<file path="src/rtl/wb_sched_pkg.sv">
package wb_sched_pkg;

    typedef enum logic [2:0] {
        CLS_LOGIC    = 3'd0,
        CLS_ADD_B    = 3'd1,
        CLS_ADD      = 3'd2,
        CLS_MUL      = 3'd3,
        CLS_DIV      = 3'd4,
        CLS_ADD_PAIR = 3'd5,
        CLS_RSV6     = 3'd6,
        CLS_RSV7     = 3'd7
    } op_cls_e;

    localparam int LAT_LOGIC = 1;
    localparam int LAT_ADD_B = 1;
    localparam int LAT_ADD   = 2;
    localparam int LAT_MUL   = 6;
    localparam int LAT_MAX   = LAT_MUL;
    localparam int SLOT_W    = 4;

    typedef struct packed {
        logic [SLOT_W-1:0] slot;
        logic              pair;
        logic              is_div;
    } iss_info_t;

    // Unit latency per class; the divide is timed by its own counter.
    function automatic int unit_lat(op_cls_e c);
        case (c)
            CLS_ADD_B:    return LAT_ADD_B;
            CLS_ADD:      return LAT_ADD;
            CLS_ADD_PAIR: return LAT_ADD;
            CLS_MUL:      return LAT_MUL;
            CLS_DIV:      return 0;
            default:      return LAT_LOGIC;
        endcase
    endfunction

endpackage

</file>
<file path="src/rtl/wb_lat_table.sv">
module wb_lat_table
    import wb_sched_pkg::*;
#(
    parameter int XBAR_CYC = 2
) (
    input  logic [2:0] cls,
    output iss_info_t  info
);
    op_cls_e c;
    assign c = op_cls_e'(cls);

    always_comb begin
        info.slot   = SLOT_W'(unit_lat(c) + XBAR_CYC);
        info.pair   = (c == CLS_ADD_PAIR);
        info.is_div = (c == CLS_DIV);
    end
endmodule

</file>
<file path="src/rtl/wb_scoreboard.sv">
module wb_scoreboard #(
    parameter int NREG = 64,
    parameter int RW   = $clog2(NREG),
    parameter int NW   = 2,
    parameter int NCHK = 4
) (
    input  logic                     clk,
    input  logic                     rst,
    input  logic [NW-1:0]            set_en,
    input  logic [NW-1:0][RW-1:0]    set_reg,
    input  logic [NW-1:0]            clr_en,
    input  logic [NW-1:0][RW-1:0]    clr_reg,
    input  logic [NCHK-1:0]          chk_en,
    input  logic [NCHK-1:0][RW-1:0]  chk_reg,
    output logic                     hazard
);
    logic [NREG-1:0] pend_q;
    logic [NREG-1:0] set_m;
    logic [NREG-1:0] clr_m;

    always_comb begin
        set_m = '0;
        clr_m = '0;
        for (int w = 0; w < NW; w++) begin
            if (set_en[w]) set_m[set_reg[w]] = 1'b1;
            if (clr_en[w]) clr_m[clr_reg[w]] = 1'b1;
        end
        set_m[0] = 1'b0;   // register 0 is constant
    end

    always_comb begin
        hazard = 1'b0;
        for (int k = 0; k < NCHK; k++) begin
            if (chk_en[k] && pend_q[chk_reg[k]]) hazard = 1'b1;
        end
    end

    always_ff @(posedge clk) begin
        if (rst) pend_q <= '0;
        else     pend_q <= (pend_q & ~clr_m) | set_m;
    end
endmodule

</file>
<file path="src/rtl/wb_div_delay.sv">
module wb_div_delay #(
    parameter int HOLD = 12,
    parameter int RW   = 6
) (
    input  logic          clk,
    input  logic          rst,
    input  logic          start,
    input  logic [RW-1:0] start_reg,
    output logic          busy,
    output logic          inj,
    output logic [RW-1:0] inj_reg
);
    localparam int CW = $clog2(HOLD + 1);

    logic [CW-1:0] cnt_q;
    logic [RW-1:0] reg_q;

    assign busy    = (cnt_q != '0);
    assign inj     = (cnt_q == CW'(1)) && (reg_q != '0);
    assign inj_reg = reg_q;

    always_ff @(posedge clk) begin
        if (rst) begin
            cnt_q <= '0;
            reg_q <= '0;
        end else if (start) begin
            cnt_q <= CW'(HOLD);
            reg_q <= start_reg;
        end else if (busy) begin
            cnt_q <= cnt_q - 1'b1;
        end
    end
endmodule

</file>
<file path="src/rtl/wb_slot_queue.sv">
module wb_slot_queue #(
    parameter int DEPTH = 8,
    parameter int RW    = 6,
    parameter int LANES = 2,
    parameter int IW    = 4
) (
    input  logic                     clk,
    input  logic                     rst,
    input  logic [IW-1:0]            tgt,
    input  logic [LANES-1:0]         put,
    input  logic [LANES-1:0][RW-1:0] put_reg,
    input  logic                     inj,
    input  logic [RW-1:0]            inj_reg,
    output logic [LANES-1:0]         tgt_busy,
    output logic [LANES-1:0]         out_vld,
    output logic [LANES-1:0][RW-1:0] out_reg
);
    for (genvar l = 0; l < LANES; l++) begin : g_lane
        logic [DEPTH-1:0]         vq;
        logic [DEPTH-1:0][RW-1:0] rq;
        logic                     top_v;
        logic [RW-1:0]            top_r;
        logic [DEPTH:0]           v;
        logic [DEPTH:0][RW-1:0]   r;
        logic                     hit;

        if (l == 0) begin : g_feed
            assign top_v = inj;
            assign top_r = inj_reg;
        end else begin : g_nofeed
            assign top_v = 1'b0;
            assign top_r = '0;
        end

        assign v = {top_v, vq};
        assign r = {top_r, rq};

        // Index DEPTH is the entry that slides into the top slot this edge.
        always_comb begin
            hit = 1'b1;
            for (int i = 1; i <= DEPTH; i++) begin
                if (int'(tgt) == i) hit = v[i];
            end
        end

        always_ff @(posedge clk) begin
            if (rst) begin
                vq <= '0;
                rq <= '0;
            end else begin
                for (int i = 0; i < DEPTH; i++) begin
                    if (put[l] && int'(tgt) == i + 1) begin
                        vq[i] <= 1'b1;
                        rq[i] <= put_reg[l];
                    end else begin
                        vq[i] <= v[i+1];
                        rq[i] <= r[i+1];
                    end
                end
            end
        end

        assign tgt_busy[l] = hit;
        assign out_vld[l]  = vq[0];
        assign out_reg[l]  = rq[0];
    end
endmodule

</file>
<file path="src/rtl/wb_sched.sv">
module wb_sched
    import wb_sched_pkg::*;
#(
    parameter int NREG     = 64,
    parameter int XBAR_CYC = 2,
    parameter int DIV_LAT  = 20
) (
    input  logic                    clk,
    input  logic                    rst,
    input  logic                    iss_valid,
    input  logic [2:0]              iss_cls,
    input  logic [$clog2(NREG)-1:0] iss_src_a,
    input  logic [$clog2(NREG)-1:0] iss_src_b,
    input  logic [$clog2(NREG)-1:0] iss_dst0,
    input  logic [$clog2(NREG)-1:0] iss_dst1,
    output logic                    iss_stall,
    output logic                    wb0_en,
    output logic [$clog2(NREG)-1:0] wb0_reg,
    output logic                    wb1_en,
    output logic [$clog2(NREG)-1:0] wb1_reg
);
    localparam int RW    = $clog2(NREG);
    localparam int DEPTH = LAT_MAX + XBAR_CYC;
    localparam int HOLD  = DIV_LAT - DEPTH;
    localparam int LANES = 2;

    iss_info_t               info;
    logic                    sb_haz, slot_haz, div_haz, fire;
    logic                    div_busy, div_inj;
    logic [RW-1:0]           div_inj_reg;
    logic [LANES-1:0]        put, tgt_busy, out_vld, set_en;
    logic [LANES-1:0][RW-1:0] put_reg, out_reg;
    logic [3:0]              chk_en;
    logic [3:0][RW-1:0]      chk_reg;
    logic                    dst0_nz, dst1_nz;

    wb_lat_table #(.XBAR_CYC(XBAR_CYC)) u_tab (
        .cls  (iss_cls),
        .info (info)
    );

    assign dst0_nz  = (iss_dst0 != '0);
    assign dst1_nz  = (iss_dst1 != '0);
    assign chk_en   = {info.pair, 3'b111};
    assign chk_reg  = {iss_dst1, iss_dst0, iss_src_b, iss_src_a};

    assign slot_haz  = !info.is_div && (tgt_busy[0] || (info.pair && tgt_busy[1]));
    assign div_haz   = info.is_div && div_busy;
    assign iss_stall = iss_valid && (sb_haz || slot_haz || div_haz);
    assign fire      = iss_valid && !iss_stall;

    assign set_en  = {fire && info.pair && dst1_nz, fire && dst0_nz};
    assign put     = {fire && info.pair && dst1_nz, fire && !info.is_div && dst0_nz};
    assign put_reg = {iss_dst1, iss_dst0};

    wb_scoreboard #(.NREG(NREG), .RW(RW), .NW(LANES), .NCHK(4)) u_sb (
        .clk     (clk),
        .rst     (rst),
        .set_en  (set_en),
        .set_reg (put_reg),
        .clr_en  (out_vld),
        .clr_reg (out_reg),
        .chk_en  (chk_en),
        .chk_reg (chk_reg),
        .hazard  (sb_haz)
    );

    wb_div_delay #(.HOLD(HOLD), .RW(RW)) u_div (
        .clk       (clk),
        .rst       (rst),
        .start     (fire && info.is_div),
        .start_reg (iss_dst0),
        .busy      (div_busy),
        .inj       (div_inj),
        .inj_reg   (div_inj_reg)
    );

    wb_slot_queue #(.DEPTH(DEPTH), .RW(RW), .LANES(LANES), .IW(SLOT_W)) u_q (
        .clk      (clk),
        .rst      (rst),
        .tgt      (info.slot),
        .put      (put),
        .put_reg  (put_reg),
        .inj      (div_inj),
        .inj_reg  (div_inj_reg),
        .tgt_busy (tgt_busy),
        .out_vld  (out_vld),
        .out_reg  (out_reg)
    );

    assign wb0_en  = out_vld[0];
    assign wb0_reg = out_reg[0];
    assign wb1_en  = out_vld[1];
    assign wb1_reg = out_reg[1];
endmodule

</file>
<file path="config.mk">
export PLATFORM = sky130hd
export DESIGN_NAME = wb_sched
export DESIGN_NICKNAME = d
export VERILOG_FILES = /design/src/rtl/wb_sched_pkg.sv /design/src/rtl/wb_lat_table.sv /design/src/rtl/wb_scoreboard.sv /design/src/rtl/wb_div_delay.sv /design/src/rtl/wb_slot_queue.sv /design/src/rtl/wb_sched.sv
export SDC_FILE = /design/constraint.sdc
export NUM_CORES = 1
export LEC_CHECK = 0
export BUFFER_PORTS_ARGS = -buffer_cell sky130_fd_sc_hd__buf_2
export CAP_MARGIN = 5
export CORE_UTILIZATION = 40
export DETAILED_ROUTE_END_ITERATION = 7
export SKIP_CTS_REPAIR_TIMING = 1
export SLEW_MARGIN = 20
export SYNTH_ARGS = -nofsm -noshare
export SYNTH_HDL_FRONTEND = slang
export SYNTH_HIERARCHICAL = 1
export SYNTH_SLANG_ARGS = --single-unit
</file>
<file path="constraint.sdc">
create_clock -name clk -period 5.1 [get_ports clk]
set_clock_uncertainty 0.1 [all_clocks]
set_input_delay 0.255 -clock clk [delete_from_list [all_inputs] [get_ports clk]]
set_output_delay 0.255 -clock clk [all_outputs]
set_load 0.03 [all_outputs]
</file>
==> flow_metrics.tcl <==
set metrics [dict create \
    clock-root-buffer "sky130_fd_sc_hd__clkbuf_16" \
    synth_edf_count 0 \
    min_period_over_period_pct 78.98 \
    route.final.wire_length_um 33710 \
    grt.met2_usage_pct 40.08 \
    groute.layer.met3.usage_pct 5.051 \
    p_leak_nw 4.235 \
    transition_time_at_the_pin_with_the_least_slew_margin_ns 1.064 \
    die_w_um 164.2 \
    insertion_delay_ns 0.43 \
    p_int_w 0.002355 \
    syn-cell-area_mm2 0.01052 \
    place.gp.congestion 0.9303 \
    dr_vias 9510 \
    critical_path.top_delay_family "simple AND/OR/NAND/NOR gates" \
    timing.slew.headroom_pct 28.91 \
    detailedRoute.firstPassIterationCount 8 \
    numPortBuffers 44 \
    clock_tree.buffer_depth 2 \
    syn2layout_area_growth_pct 9.134 \
    clk_pin_slew_worst_paths_ns 0.07 \
    effective_utilization_at_floorplan_pct 41.30 \
    nets 1189 \
    type_of_destination_of_the_critical_path "register" \
    power-per-cell-area_mw_per_mm2 279.6 \
    cap_viol_max_count 0 \
    critPathMaxFanout 8 \
    maximum_resistive_drop_on_vdd_mv 0.2104 \
    failed_checks "DRC" \
    cp.buffers_inverters 1 \
    numClockSinks 186 \
    grtUsageMet1_pct 34.29 \
    total_of_flip_flops_plus_latches_after_synthesis 186 \
    globalRoute.totalOverflow 0 \
    parity_gate_share_of_the_synthesized_area_counting_xor_and_xnor_cells_pct 0.1665 \
    async_set_or_reset_flop_fraction_in_the_synthesized_netlist_pct 0 \
    n_fill_cell 2473 \
    hold_viol 0 \
    crit_chain "mux4_2, and4_1, a31oi_1, nand4_1, nor4_1, nand4_1, nor2b_1, o21ai_1, nor2_1, buf_4, nand2_1, nor2_1, a22oi_1, a21oi_1" \
    net-switching-power_w 0.0008550 \
    finalNonFillerCells 1499 \
    grt.total_usage_pct 25.53 \
    synth-simple-area-share_pct 19.52 \
    post-route-min-period_ns 4.028 \
    synth_top_family_by_area "compound AO/OA/AOI/OAI gates" \
    detailed_route_drc_error_count 9 \
    wl_per_cell_um 22.49 \
    synth_compound_area_share_pct 19.70 \
    final.setup.tns_ns 0 \
    achievable-frequency_ghz 0.2483 \
    regToRegStartpoint "u_sb/pend_q[61]" \
    drt_first_iter_violations 1537 \
    pwr-share-seq_pct 46.6 \
    dp_slack_ns 0.7695 \
    tritoncts_clock_tree "done" \
    crit_slowest_cell "sky130_fd_sc_hd__nor2_1" \
    cp_slowest_stage_delay_ns 0.70 \
    cp.required_ns 5.35 \
    critical_path.startpoint_type "register" \
    critPathKind "reg -> reg" \
    placed_area_mm2 0.01088 \
    synth.yosys.seq_area_share_pct 35.39 \
    dieArea_mm2 0.02695 \
    num_antenna_cells 0 \
    antenna_found_initial 1 \
    antenna_violating_nets_post_route 0 \
    synth_top_cell_by_area "sky130_fd_sc_hd__dfxtp_1" \
    run_status "finished with violations" \
    fin_ws_ns 1.072 \
    report.final.setup_viol 0 \
    grt_start_max_net_pins 83 \
    largest_register_ff_count 84 \
    cts-htree-levels 4 \
    synth.mux.area_fraction_pct 19.40 \
    core_area_mm2 0.02547 \
    swShare_pct 26.63 \
    post_route_cells_drive_above_1_share_pct 14.80 \
    pwr-share-clk_pct 41.7 \
    startpoint_of_the_worst_hold_path "iss_dst1[3]" \
    top_usage_layer "met2" \
    dpl_wire_length_um 23580 \
    slew_viol_final 0 \
    vias_per_cell 6.344 \
    critical_path.startpoint "u_sb/pend_q[61]" \
    cts_buffers 17 \
    chipHeight_um 164.2 \
    placement_rows 58 \
    min-delay-path-class "in -> reg" \
    grt_first_pass_wirelength_um 52090 \
    post_synth.cell_area_avg_um2 9.046 \
    ioPinCount 45 \
    yosys.area_share.adder_pct 0.2379 \
    ys.flop_type "sky130_fd_sc_hd__dfxtp_1" \
    grt_setup_unrepaired "no" \
    critPathArrivalTime_ns 4.28 \
    pwr-share-comb_pct 11.7 \
    place.detailed.instances 1468 \
    yosys.area.top_type_share_pct 35.39 \
    via_count_of_the_first_global_routing_pass 8856 \
    synth_top_cells_by_area "sky130_fd_sc_hd__dfxtp_1, sky130_fd_sc_hd__mux4_2, sky130_fd_sc_hd__mux2i_1, sky130_fd_sc_hd__nor2_1, sky130_fd_sc_hd__a222oi_1" \
    yosys_warnings 6 \
    finished_layout_cell_area_mm2 0.01148 \
    netlist_instances 1163 \
    synth.distinct_cells 70 \
]
-- placed cells by master, fill, tap and decap left out, types with 5 or more instances in the layout --
cell and count:
sky130_fd_sc_hd__nor3b_1 10, sky130_fd_sc_hd__nor3b_2 6, sky130_fd_sc_hd__buf_4 28, sky130_fd_sc_hd__and3_1 7, sky130_fd_sc_hd__o21ai_0 38, sky130_fd_sc_hd__buf_2 43, sky130_fd_sc_hd__nor2b_1 21, sky130_fd_sc_hd__a22oi_1 68
sky130_fd_sc_hd__and2_1 7, sky130_fd_sc_hd__conb_1 10, sky130_fd_sc_hd__nand3_1 22, sky130_fd_sc_hd__inv_1 18, sky130_fd_sc_hd__nand3b_1 5, sky130_fd_sc_hd__and3b_1 6, sky130_fd_sc_hd__mux2_2 6, sky130_fd_sc_hd__nand2b_1 24
sky130_fd_sc_hd__a21oi_1 75, sky130_fd_sc_hd__dfxtp_1 186, sky130_fd_sc_hd__mux4_2 44, sky130_fd_sc_hd__inv_6 5, sky130_fd_sc_hd__mux2i_1 85, sky130_fd_sc_hd__a222oi_1 55, sky130_fd_sc_hd__nand2_1 86, sky130_fd_sc_hd__clkbuf_16 17
sky130_fd_sc_hd__nand4_1 7, sky130_fd_sc_hd__nand3_2 5, sky130_fd_sc_hd__o211ai_1 13, sky130_fd_sc_hd__mux4_1 5, sky130_fd_sc_hd__nor3_1 16, sky130_fd_sc_hd__nor2_1 173
-- worst paths after layout --
check | to | slack (ns) | cells past startpoint
setup / recovery | u_sb/pend_q[31] | 1.07 | 14
hold / removal | u_q/g_lane[1].r[33] | 0.18 | 3
setup reg to reg | u_sb/pend_q[31] | 1.07 | 14
hold reg to reg | u_q/out_reg[1] | 0.34 | 2
-- cell usage after synthesis (all sizes together) (4+ instances only) --
library cell  count
dfxtp           186
nor2            175
nand2            86
mux2i            85
a21oi            75
a22oi            68
a222oi           55
buf              55
clkbuf           50
mux4             49
o21ai            39
nand3            27
nand2b           24
nor2b            21
nor3             19
inv              18
nor3b            16
o211ai           13
nand4             8
and2              7
and3              7
a2111oi           6
and3b             6
mux2              6
nand3b            5
a211oi            4
nand4b            4
o311ai            4
-- tightest hold or removal path: stages --
cell and delay, ns:
sky130_fd_sc_hd__buf_2 0.24, sky130_fd_sc_hd__nand2_1 0.11, sky130_fd_sc_hd__a21oi_1 0.05
-- cell type report --
class                   count  area, um2  share of cell area, %
flip-flops and latches    186       3724                  32.43
repair buffers             71      425.4                  3.705
clock buffers              20      456.7                  3.978
inverters                  20      75.07                 0.6539
multi-input cells         861       6256                  54.49
clock inverters            11      131.4                  1.144
well taps                 330      412.9                  3.596
-- power by group through the flow --
stage	Combinational [W]	Sequential, W	Clock (W)
2_1_floorplan	0.000278	0.00152	0
3_3_place_gp	0.000368	0.00153	0
3_5_place_dp	0.000371	0.00153	0
4_1_cts	0.000373	0.00149	0.00136
5_1_grt	0.000409	0.00150	0.00141
6_report	0.000377	0.00150	0.00134
-- logic make-up (layout without fill, tap and decap cells) --
family	after synthesis	count (layout)
xor gates and xnor gates	2	2
adders and majority gates	2	2
other	1	10
muxes	140	140
and+or+nand+nor	418	418
DFF	186	186
AOI/OAI and AO/OA	289	289
buffers and inverters	125	122
-- metal layers --
layer	part of all wire [%]	vias to the layer above	routed length, um
li1	-	4354	-
met1	42	4584	14060
met2	46	500	15350
met3	9.1	70	3070
met4	3.6	2	1209
met5	0.039	-	13
-- per-stage QoR --
stage / hold WS [ns] / util (%) / power (W)
6_report: 0.1825 / 45.07 / 0.003210
5_1_grt: 0.1957 / 45.07 / 0.003323
4_1_cts: 0.1630 / 45.03 / 0.003227
3_5_place_dp: 0.3322 / 42.73 / 0.001900
3_3_place_gp: 0.3280 / 42.73 / 0.001896
2_1_floorplan: 0.2767 / - / 0.001798
Note: power is estimated with default switching activity, not from simulation.
